[config.mk]
export PLATFORM = sky130hd
export DESIGN_NAME = vram_seq
export DESIGN_NICKNAME = d
export VERILOG_FILES = /design/src/rtl/vram_seq_pkg.sv /design/src/rtl/vram_slot_timer.sv /design/src/rtl/vram_addr_gen.sv /design/src/rtl/vram_host_port.sv /design/src/rtl/vram_seq.sv
export SDC_FILE = /design/constraint.sdc
export NUM_CORES = 1
export LEC_CHECK = 0
export BUFFER_PORTS_ARGS = -buffer_cell sky130_fd_sc_hd__buf_4
export CORE_MARGIN = 4
export CORE_UTILIZATION = 45
export CTS_CLUSTER_SIZE = 10
export DETAILED_ROUTE_END_ITERATION = 10
export PLACE_DENSITY = 0.73
export RECOVER_POWER = 100
export SYNTH_ARGS = -nofsm -noshare
export SYNTH_HDL_FRONTEND = slang
export SYNTH_SLANG_ARGS = --single-unit
[constraint.sdc]
create_clock -name clk -period 3.2 [get_ports clk]
set_input_delay 0.32 -clock clk [delete_from_list [all_inputs] [get_ports clk]]
set_output_delay 0.32 -clock clk [all_outputs]
set_load 0.05 [all_outputs]
[src/rtl/vram_seq_pkg.sv]
package vram_seq_pkg;

    typedef enum logic [1:0] {
        OWN_NONE = 2'd0,
        OWN_DISP = 2'd1,
        OWN_HWR  = 2'd2,
        OWN_PF   = 2'd3
    } owner_e;

    localparam logic [1:0] PH_ROW  = 2'd0;
    localparam logic [1:0] PH_RAS  = 2'd1;
    localparam logic [1:0] PH_CAS  = 2'd2;
    localparam logic [1:0] PH_LAST = 2'd3;

endpackage

[src/rtl/vram_slot_timer.sv]
module vram_slot_timer
    import vram_seq_pkg::*;
#(
    parameter int AW = 14,
    localparam int MW = AW / 2
) (
    input  logic          clk,
    input  logic          rst_n,
    input  owner_e        owner,
    input  logic [AW-1:0] addr,
    output logic [1:0]    phase,
    output logic          slot_open,
    output logic          cap,
    output logic [MW-1:0] ma,
    output logic          ras_n,
    output logic          cas_n,
    output logic          we_n
);

    typedef struct packed {
        logic [1:0] ph;
    } tmr_t;

    tmr_t tmr_d, tmr_q;
    logic live;

    always_comb begin
        tmr_d    = tmr_q;
        tmr_d.ph = tmr_q.ph + 2'd1;
    end

    always_ff @(posedge clk) begin
        if (!rst_n) tmr_q.ph <= PH_LAST;
        else        tmr_q    <= tmr_d;
    end

    assign live      = (owner != OWN_NONE);
    assign phase     = tmr_q.ph;
    assign slot_open = (tmr_q.ph == PH_LAST);
    assign cap       = (tmr_q.ph == PH_CAS);
    assign ma        = tmr_q.ph[1] ? addr[MW-1:0] : addr[AW-1:MW];
    assign ras_n     = !(live && (tmr_q.ph == PH_RAS || tmr_q.ph == PH_CAS));
    assign cas_n     = !(live && tmr_q.ph == PH_CAS);
    assign we_n      = !(owner == OWN_HWR && tmr_q.ph == PH_CAS);


    cas_in_ras_chk: assert property (@(posedge clk) disable iff (!rst_n)
        !cas_n |-> !ras_n);


    cas_after_ras_chk: assert property (@(posedge clk) disable iff (!rst_n)
        $fell(cas_n) |-> $past(!ras_n));

endmodule

[src/rtl/vram_addr_gen.sv]
module vram_addr_gen #(
    parameter int AW    = 14,
    parameter int PW    = 8,
    parameter int NBASE = 4,
    localparam int BW   = $clog2(NBASE)
) (
    input  logic          clk,
    input  logic          rst_n,
    input  logic          base_we,
    input  logic [BW-1:0] base_idx,
    input  logic [AW-1:0] base_val,
    input  logic          fwd,
    input  logic [BW-1:0] bsel,
    input  logic [PW-1:0] ptr,
    input  logic [AW-1:0] dir_addr,
    output logic [AW-1:0] fetch_addr
);

    logic [AW-1:0] base_d [NBASE];
    logic [AW-1:0] base_q [NBASE];

    for (genvar g = 0; g < NBASE; g++) begin : g_base
        always_comb begin
            base_d[g] = base_q[g];
            if (base_we && base_idx == BW'(g)) base_d[g] = base_val;
        end

        always_ff @(posedge clk) begin
            if (!rst_n) base_q[g] <= '0;
            else        base_q[g] <= base_d[g];
        end
    end

    assign fetch_addr = fwd ? (base_q[bsel] + {{(AW-PW){1'b0}}, ptr}) : dir_addr;


    base_load_chk: assert property (@(posedge clk) disable iff (!rst_n)
        base_we |=> base_q[$past(base_idx)] == $past(base_val));

endmodule

[src/rtl/vram_host_port.sv]
module vram_host_port #(
    parameter int AW = 14,
    parameter int DW = 8
) (
    input  logic          clk,
    input  logic          rst_n,
    input  logic          host_wr,
    input  logic [DW-1:0] host_wdata,
    input  logic          host_aset,
    input  logic [AW-1:0] host_aval,
    input  logic          host_rd,
    input  logic          wr_done,
    input  logic          pf_issue,
    input  logic          pf_cap,
    input  logic [DW-1:0] mdin,
    output logic          busy,
    output logic [DW-1:0] wdata,
    output logic [AW-1:0] ptr,
    output logic          pf_want,
    output logic          rvalid,
    output logic [DW-1:0] rdata
);

    typedef struct packed {
        logic [AW-1:0] ptr;
        logic          busy;
        logic [DW-1:0] wdata;
        logic          pf_pend;
        logic          pf_live;
        logic          rvalid;
        logic [DW-1:0] rdata;
    } hp_t;

    hp_t hp_d, hp_q;

    always_comb begin
        hp_d = hp_q;
        if (host_wr && !hp_q.busy) begin
            hp_d.busy  = 1'b1;
            hp_d.wdata = host_wdata;
        end
        if (wr_done) begin
            hp_d.busy = 1'b0;
            hp_d.ptr  = hp_q.ptr + AW'(1);
        end
        if (pf_issue) begin
            hp_d.pf_pend = 1'b0;
            hp_d.pf_live = 1'b1;
            hp_d.ptr     = hp_q.ptr + AW'(1);
        end
        if (pf_cap && hp_q.pf_live) begin
            hp_d.pf_live = 1'b0;
            hp_d.rvalid  = 1'b1;
            hp_d.rdata   = mdin;
        end
        if (host_rd && hp_q.rvalid) begin
            hp_d.rvalid  = 1'b0;
            hp_d.pf_pend = 1'b1;
        end
        if (host_aset) begin
            hp_d.ptr     = host_aval;
            hp_d.rvalid  = 1'b0;
            hp_d.pf_pend = 1'b1;
            hp_d.pf_live = 1'b0;
        end
    end

    always_ff @(posedge clk) begin
        if (!rst_n) hp_q <= '0;
        else        hp_q <= hp_d;
    end

    assign busy    = hp_q.busy;
    assign wdata   = hp_q.wdata;
    assign ptr     = hp_q.ptr;
    assign pf_want = hp_q.pf_pend;
    assign rvalid  = hp_q.rvalid;
    assign rdata   = hp_q.rdata;


    wr_hold_chk: assert property (@(posedge clk) disable iff (!rst_n)
        hp_q.busy && !wr_done |=> hp_q.busy && $stable(hp_q.wdata));


    rd_hold_chk: assert property (@(posedge clk) disable iff (!rst_n)
        hp_q.rvalid && !host_rd && !host_aset |=> hp_q.rvalid && $stable(hp_q.rdata));

endmodule

[src/rtl/vram_seq.sv]
module vram_seq
    import vram_seq_pkg::*;
#(
    parameter int AW    = 14,
    parameter int DW    = 8,
    parameter int PW    = 8,
    parameter int NBASE = 4,
    localparam int BW   = $clog2(NBASE),
    localparam int MW   = AW / 2
) (
    input  logic          clk,
    input  logic          rst_n,
    input  logic          active,
    input  logic          disp_req,
    input  logic          disp_fwd,
    input  logic [AW-1:0] disp_addr,
    input  logic [PW-1:0] disp_ptr,
    input  logic [BW-1:0] disp_bsel,
    output logic          slot_open,
    output logic          disp_rvalid,
    output logic [DW-1:0] disp_rdata,
    input  logic          base_we,
    input  logic [BW-1:0] base_idx,
    input  logic [AW-1:0] base_val,
    input  logic          host_wr,
    input  logic [DW-1:0] host_wdata,
    output logic          host_busy,
    input  logic          host_aset,
    input  logic [AW-1:0] host_aval,
    input  logic          host_rd,
    output logic          host_rvalid,
    output logic [DW-1:0] host_rdata,
    output logic [MW-1:0] dram_ma,
    output logic          dram_ras_n,
    output logic          dram_cas_n,
    output logic          dram_we_n,
    output logic [DW-1:0] dram_dout,
    input  logic [DW-1:0] dram_din
);

    typedef struct packed {
        owner_e        owner;
        logic [AW-1:0] addr;
        logic          drv;
        logic [DW-1:0] drd;
    } arb_t;

    arb_t arb_d, arb_q;

    logic [1:0]    phase;
    logic          cap;
    logic [AW-1:0] fetch_addr;
    logic [AW-1:0] hptr;
    logic          pf_want;
    logic          pf_issue;
    logic          wr_done;
    logic          pf_cap;

    vram_slot_timer #(.AW(AW)) u_timer (
        .clk       (clk),
        .rst_n     (rst_n),
        .owner     (arb_q.owner),
        .addr      (arb_q.addr),
        .phase     (phase),
        .slot_open (slot_open),
        .cap       (cap),
        .ma        (dram_ma),
        .ras_n     (dram_ras_n),
        .cas_n     (dram_cas_n),
        .we_n      (dram_we_n)
    );

    vram_addr_gen #(.AW(AW), .PW(PW), .NBASE(NBASE)) u_agen (
        .clk        (clk),
        .rst_n      (rst_n),
        .base_we    (base_we),
        .base_idx   (base_idx),
        .base_val   (base_val),
        .fwd        (disp_fwd),
        .bsel       (disp_bsel),
        .ptr        (disp_ptr),
        .dir_addr   (disp_addr),
        .fetch_addr (fetch_addr)
    );

    vram_host_port #(.AW(AW), .DW(DW)) u_host (
        .clk        (clk),
        .rst_n      (rst_n),
        .host_wr    (host_wr),
        .host_wdata (host_wdata),
        .host_aset  (host_aset),
        .host_aval  (host_aval),
        .host_rd    (host_rd),
        .wr_done    (wr_done),
        .pf_issue   (pf_issue),
        .pf_cap     (pf_cap),
        .mdin       (dram_din),
        .busy       (host_busy),
        .wdata      (dram_dout),
        .ptr        (hptr),
        .pf_want    (pf_want),
        .rvalid     (host_rvalid),
        .rdata      (host_rdata)
    );

    assign wr_done  = cap && arb_q.owner == OWN_HWR;
    assign pf_cap   = cap && arb_q.owner == OWN_PF;
    assign pf_issue = slot_open && !disp_req && !host_busy && pf_want && !active;

    always_comb begin
        arb_d     = arb_q;
        arb_d.drv = 1'b0;
        if (cap && arb_q.owner == OWN_DISP) begin
            arb_d.drv = 1'b1;
            arb_d.drd = dram_din;
        end
        if (slot_open) begin
            if (disp_req) begin
                arb_d.owner = OWN_DISP;
                arb_d.addr  = fetch_addr;
            end else if (host_busy) begin
                arb_d.owner = OWN_HWR;
                arb_d.addr  = hptr;
            end else if (pf_issue) begin
                arb_d.owner = OWN_PF;
                arb_d.addr  = hptr;
            end else begin
                arb_d.owner = OWN_NONE;
            end
        end
    end

    always_ff @(posedge clk) begin
        if (!rst_n) arb_q <= '{owner: OWN_NONE, addr: '0, drv: 1'b0, drd: '0};
        else        arb_q <= arb_d;
    end

    assign disp_rvalid = arb_q.drv;
    assign disp_rdata  = arb_q.drd;


    disp_grant_chk: assert property (@(posedge clk) disable iff (!rst_n)
        slot_open && disp_req |=> arb_q.owner == OWN_DISP);


    wr_first_chk: assert property (@(posedge clk) disable iff (!rst_n)
        slot_open && !disp_req && host_busy |=> arb_q.owner == OWN_HWR);


    pf_blank_chk: assert property (@(posedge clk) disable iff (!rst_n)
        (phase == PH_ROW && arb_q.owner == OWN_PF) |-> !$past(active));


    we_held_chk: assert property (@(posedge clk) disable iff (!rst_n)
        !dram_we_n |-> host_busy && !dram_cas_n);

endmodule

# [Word level (Yosys, flattened, before mapping)]
# Memories as Yosys holds them, arrays and structs flattened.
# Cells that the tools add are included.
# W data, S select, Z words.
[totals] regBits=61 latchBits=0 input_bits=79 wordCells=96 mem_bits_ro=0 n_memories=1 ramBits=56
[classes] shift=0 reduce_logical=36 n_lt_le_gt_ge=0 n_mul=0 div_mod_pow=0 bitwise=5 n_eq_ne=13 addsub=3 n_mux=26
[memory_table] name="u_agen.base_q" words=4 width=14 rd=1 rd_clocked_by_memory_dff=0 wr=4 line="vram_addr_gen.sv:20" text="logic [AW-1:0] base_q [NBASE];"
[op_table] operator="$mux W14" count=12
[op_table] operator="$mux W16" count=2
[op_table] operator="$mux W9" count=2
[op_table] operator="$logic_and A1 B1 Y1" count=16
[op_table] operator="$mux W15" count=1
[op_table] operator="$add A14 B1 Y14 const B" count=1
[op_table] operator="$add A14 B8 Y14" count=1
[op_table] operator="$eq A2 B2 Y1 const B" count=6
[op_table] operator="$mux W10" count=1
[op_table] operator="$reduce_and A2 Y1" count=5
[op_table] operator="$reduce_bool A3 Y1" count=3
[op_table] operator="$mux W7" count=1
[op_table] operator="$eq A2 B1 Y1 const B" count=3
[op_table] operator="$logic_not A1 Y1" count=6
[op_table] operator="$reduce_or A3 Y1" count=2
[op_table] operator="$mux W1" count=4
[op_table] operator="$mux W2" count=2
[op_table] operator="$ne A1 B1 Y1 const B" count=4
[op_table] operator="$or A1 B1 Y1" count=4
[op_table] operator="$mux W3" count=1
[op_table] operator="$add A2 B1 Y2 const B" count=1
[op_table] operator="$logic_not A2 Y1" count=1
[op_table] operator="$reduce_bool A2 Y1" count=1
[op_table] operator="$reduce_or A2 Y1" count=1
[op_table] operator="2 further kinds" count=2

# [Logic depth before layout (Yosys ltp)]
[logic_depth] depth_word=9 ltp_mapped=12 ltp_nobuf=10

# [By module]
# From an unflattened synthesis, not the netlist that was laid out.
[unflattened] hier_cells=565 area_unflattened_um2=6318.6
[modules_own_cells] module="vram_addr_gen" seq_area_each_um2=1681.6 instances=1 cells_each=229 area_each_um2=3114.2
[modules_own_cells] module="vram_host_port" seq_area_each_um2=680.7 instances=1 cells_each=196 area_each_um2=1714.1
[modules_own_cells] module="vram_seq" seq_area_each_um2=500.5 instances=1 cells_each=121 area_each_um2=1265.0
[modules_own_cells] module="vram_slot_timer" seq_area_each_um2=40.0 instances=1 cells_each=19 area_each_um2=225.2

# [Worst setup path before layout]
# OpenSTA, ideal clock, no wires.
[synth_timing] kind="input-to-reg" start="input port disp_bsel[0]" end="register arb_q[19] (netlist bit)" path_buffers=2 stages=12 path_slack_ns=0.383 t_arrival_ns=2.703 setup_ns=0.115 cell_sequence="buf_2 -> buf_6 -> mux4_2 -> ha_1 -> inv_1 -> fa_1 -> nor2b_1 -> o31a_1 -> a221oi_1 -> or3_1 -> a21oi_1 -> o21a_1"
[synth_via] elab_chain_len=4
[synth_rtl] item="start, declared" line="vram_seq.sv:18" text="input logic [BW-1:0] disp_bsel,"
[synth_rtl] item="$mem_v2 Z4 W14"
[synth_rtl] item="$add A14 B8 Y14" line="vram_addr_gen.sv:34" text="assign fetch_addr = fwd ? (base_q[bsel] + {{(AW-PW){1'b0}}, ptr}) : dir_addr;"
[synth_rtl] item="$mux W14" line="vram_addr_gen.sv:34"
[synth_rtl] item="$mux W16" line="vram_seq.sv:118" text="if (disp_req) begin"
[synth_rtl] item="end signal, assigned" line="vram_seq.sv:134" text="if (!rst_n) arb_q <= '{owner: OWN_NONE, addr: '0, drv: 1'b0, drd: '0};"
[synth_rtl] item="end signal, assigned" line="vram_seq.sv:135" text="else arb_q <= arb_d;"
[synth_rtl] item="end, declared" line="vram_seq.sv:48" text="arb_t arb_d, arb_q;"
# No other way between the ends.
# A chain may end at the register's enable or synchronous reset.

# [Final worst setup path]
[layout_timing] start="memory u_agen.base_q[2][0]" end="register arb_q[19] (netlist bit)"
[layout_via] elab_chain_len=4
[layout_rtl] item="start, declared" line="vram_addr_gen.sv:20"
[layout_rtl] item="$mem_v2 Z4 W14"
[layout_rtl] item="$add A14 B8 Y14" line="vram_addr_gen.sv:34"
[layout_rtl] item="$mux W14" line="vram_addr_gen.sv:34"
[layout_rtl] item="$mux W16" line="vram_seq.sv:118"
# No other way between the ends.

==> results.cfg <==
[clock_tree]
cts.repair.resized = 0
cts_setup_buffers = 0
insertion_delay_ns = 0.41
cts-root-buf = clkbuf_16
clk_path_buf_depth = 2
clock_sinks = 117
cts.reportedPaths.clkPinSlew_ns = 0.05
ctsHoldBuffers = 0
htreeDepth = 4
cts_made_buffers = 17
cts_tree = built

[setup_path]
cp-end-kind = register
required_ns = 3.51
r2r_cells = 10
reg2reg_to = arb_q[19]
rr_startpoint = u_agen.base_q[2][0]
path_class = register to register
endpoint = arb_q[19]
slowest_stage = mux4_2
crit_fanout = 4
r2r_slack_ns = 0.56
startpoint_type = register
worstPathCellList = mux4_2 > ha_1 > inv_1 > fa_1 > nor2b_1 > o31a_1 > a221oi_1 > or3_1 > a21oi_1 > o21a_1
critPathArrivalTime_ns = 2.95
crit_path_start = u_agen.base_q[2][0]
slowest_delay_ns = 0.46

[drt]
via_per_inst = 5.31
drtPass1Iterations = 5
avgRoutedWirePerCell_um = 16.7
initialDrtViolationCount = 287
drcViolationCount = 0
drt_wl_total_mm = 14.0
routed-via-count = 4430
postRouteAntennaNets = 0

[yosys]
synth_top_family_by_area = simple AND/OR/NAND/NOR gates
synth_xor_area_share_pct = 3.10
synth.mux.area_fraction_pct = 9.52
synth_seq_cells = 117
yosysSeqAreaShare_pct = 48.9
yosys_warnings = 0
synth_compound_area_share_pct = 12.5
avgSynthCellArea_um2 = 10.5
synth_area_mm2 = 0.00594
synthArstFlopShare_pct = 0
postSynthCellCount = 564
synth_nets = 655
synth-simple-area-share_pct = 17.1
synth.distinct_cells = 57
synth_adder_area_share_pct = 2.65
synth-edff-count = 56
ys.flop_type = dfxtp_1

[power]
p_leak_nw = 2.74
p_per_area_mw_per_mm2 = 571
vdd_drop_max_mv = 0.388

[die]
rows = 41
start_util_pct = 46.5
dieArea_mm2 = 0.0151
fp.dieW_um = 123
pin_count = 117
die_h_um = 123
core_area_mm2 = 0.0128

[timing]
setup_tns_ns = 0
fin_crit_sh_pct = 82.6
worstMarginPinSlew_ns = 1.02
skew_ns = 0.00600
rsz0062_at_grt = no
hold_ws_ns = 0.140
drv_slew = 0
slew_headroom_pct = 32.0
period_minus_slack_ns = 2.64
setup_viol = 0
finalHoldViolCount = 0
fmax_ghz = 0.378

[placement]
dp.cells = 804
portBuffers = 116
gp_congestion = 0.867
dp_hpwl_mm = 10.1
postPlaceCellArea_mm2 = 0.00676

[global_routing]
grt_util_met1_pct = 23.9
grt_busiest_layer = met2
grt_pass1_wl_mm = 22.0
grt_util_all_layers_pct = 19.1
antenna_found_initial = 0
use_met2_pct = 31.2
met3_usage_pct = 4.42
grt_max_degree = 57
gr-total-overflow = 0
grt_pass1_vias = 4480

[layout]
design_area_mm2 = 0.00713
mostFrequentLayoutCell = buf_4
n_antenna_cell = 0
areaGrowthSynthToFinish_pct = 20.1
final_cell_mix = buf_4 (80), dfxtp_1 (61), nand2_1 (58)
final_util_pct = 55.8
stdcell_count = 835
nets = 742
drive_above_1_share_pct = 19.8

[job]
max-cap-violations = 0

[status]
outcome = complete, no violations

[min_path]
hp-start = host_wdata[7]
worstHoldPathType = primary input to register
cells in the mapped netlist, types with 2 or more instances:
cell type   n  area share (%)
and2_1     62             6.5
dfxtp_1    61              21
nand2_1    58             3.7
edfxtp_1   56              28
a21oi_1    40             3.4
o21ai_0    30             2.5
buf_4      25             3.2
clkbuf_1   22             1.4
nor2_1     18             1.1
mux2i_1    16             2.7
mux4_2     14             5.3
nor2b_1    13             1.4
inv_1      12            0.76
xor2_1     12             1.8
a21boi_0   11             1.4
ha_1       11             2.3
xnor2_1     9             1.3
mux2_2      8             1.5
nand3_1     8            0.67
and3_1      6            0.63
nand4_1     6            0.63
buf_2       5            0.42
a211oi_1    4            0.51
nand2b_1    4            0.42
o22ai_1     4            0.42
a21o_1      3            0.38
and4_1      3            0.44
nor3_1      3            0.25
o211ai_1    3            0.38
or3_1       3            0.32
a211o_1     2            0.30
a221oi_1    2            0.30
a31oi_1     2            0.21
buf_6       2            0.38
o21a_1      2            0.25
o31a_1      2            0.30
o31ai_1     2            0.25
per-layer routing:
metal,wire length [µm],share of wire [%]
met1,6030,43
met2,6710,48
met3,929,6.6
met4,309,2.2
met5,0,0
stage by stage:
| step | setup WS (ns) | power, mW |
|---|---|---|
| floorplan | 0.383 | 2.20 |
| global placement | 0.325 | 2.39 |
| detailed placement | 0.279 | 2.42 |
| CTS | 0.530 | 4.13 |
| global route | 0.305 | 4.24 |
| finish | 0.556 | 4.07 |
worst min path at each step:
stage | slack (ns) | end | cells after the start
after global routing | 0.14 | u_host.busy | 2
after CTS | 0.13 | u_host.wdata[7] | 3
after global placement | 0.38 | u_timer.phase[0] | 1
after floorplan | 0.38 | u_timer.phase[0] | 1
after detailed placement | 0.40 | u_timer.phase[0] | 1
final | 0.14 | u_host.wdata[7] | 3
cell type report:
type | count | area (µm²)
inverter | 13 | 48.8
fill | 1141 | 5640
clock inverter | 4 | 20.0
multi-input combinational | 379 | 2660
timing repair buffer | 123 | 766
sequential | 117 | 2900
clock buffer | 27 | 523
tap | 172 | 215
sequential cells by signal (all words and copies together), names as in the netlist, 2 cells and up:
name and cells:
u_host.wdata 8, arb_q 16, u_host.ptr 14, disp_rdata 8, u_host.rdata 8, u_timer.phase 2
u_agen.base_q 56
cell families after synthesis:
kind of cell	count (synthesis)
fa+ha+maj	12
xor+xnor	21
buf+inv	68
flops	117
mux	38
compound gates	117
simple gates	191
power by group:
| part | leakage (nW) | switching (mW) | internal, mW |
|---|---|---|---|
| Clock | 0.273 | 0.613 | 1.10 |
| Combinational | 1.41 | 0.372 | 0.257 |
| Sequential | 1.05 | 0.0560 | 1.67 |
critical path: cells and delay by family (launching register included):
kind | cells | cell delay (ns)
compound gates | 4 | 0.98
fa+ha+maj | 2 | 0.41
buf+inv | 1 | 0.07
flops | 1 | 0.36
mux | 1 | 0.46
simple gates | 2 | 0.25
No activity file was read; power rests on OpenSTA's default activity.
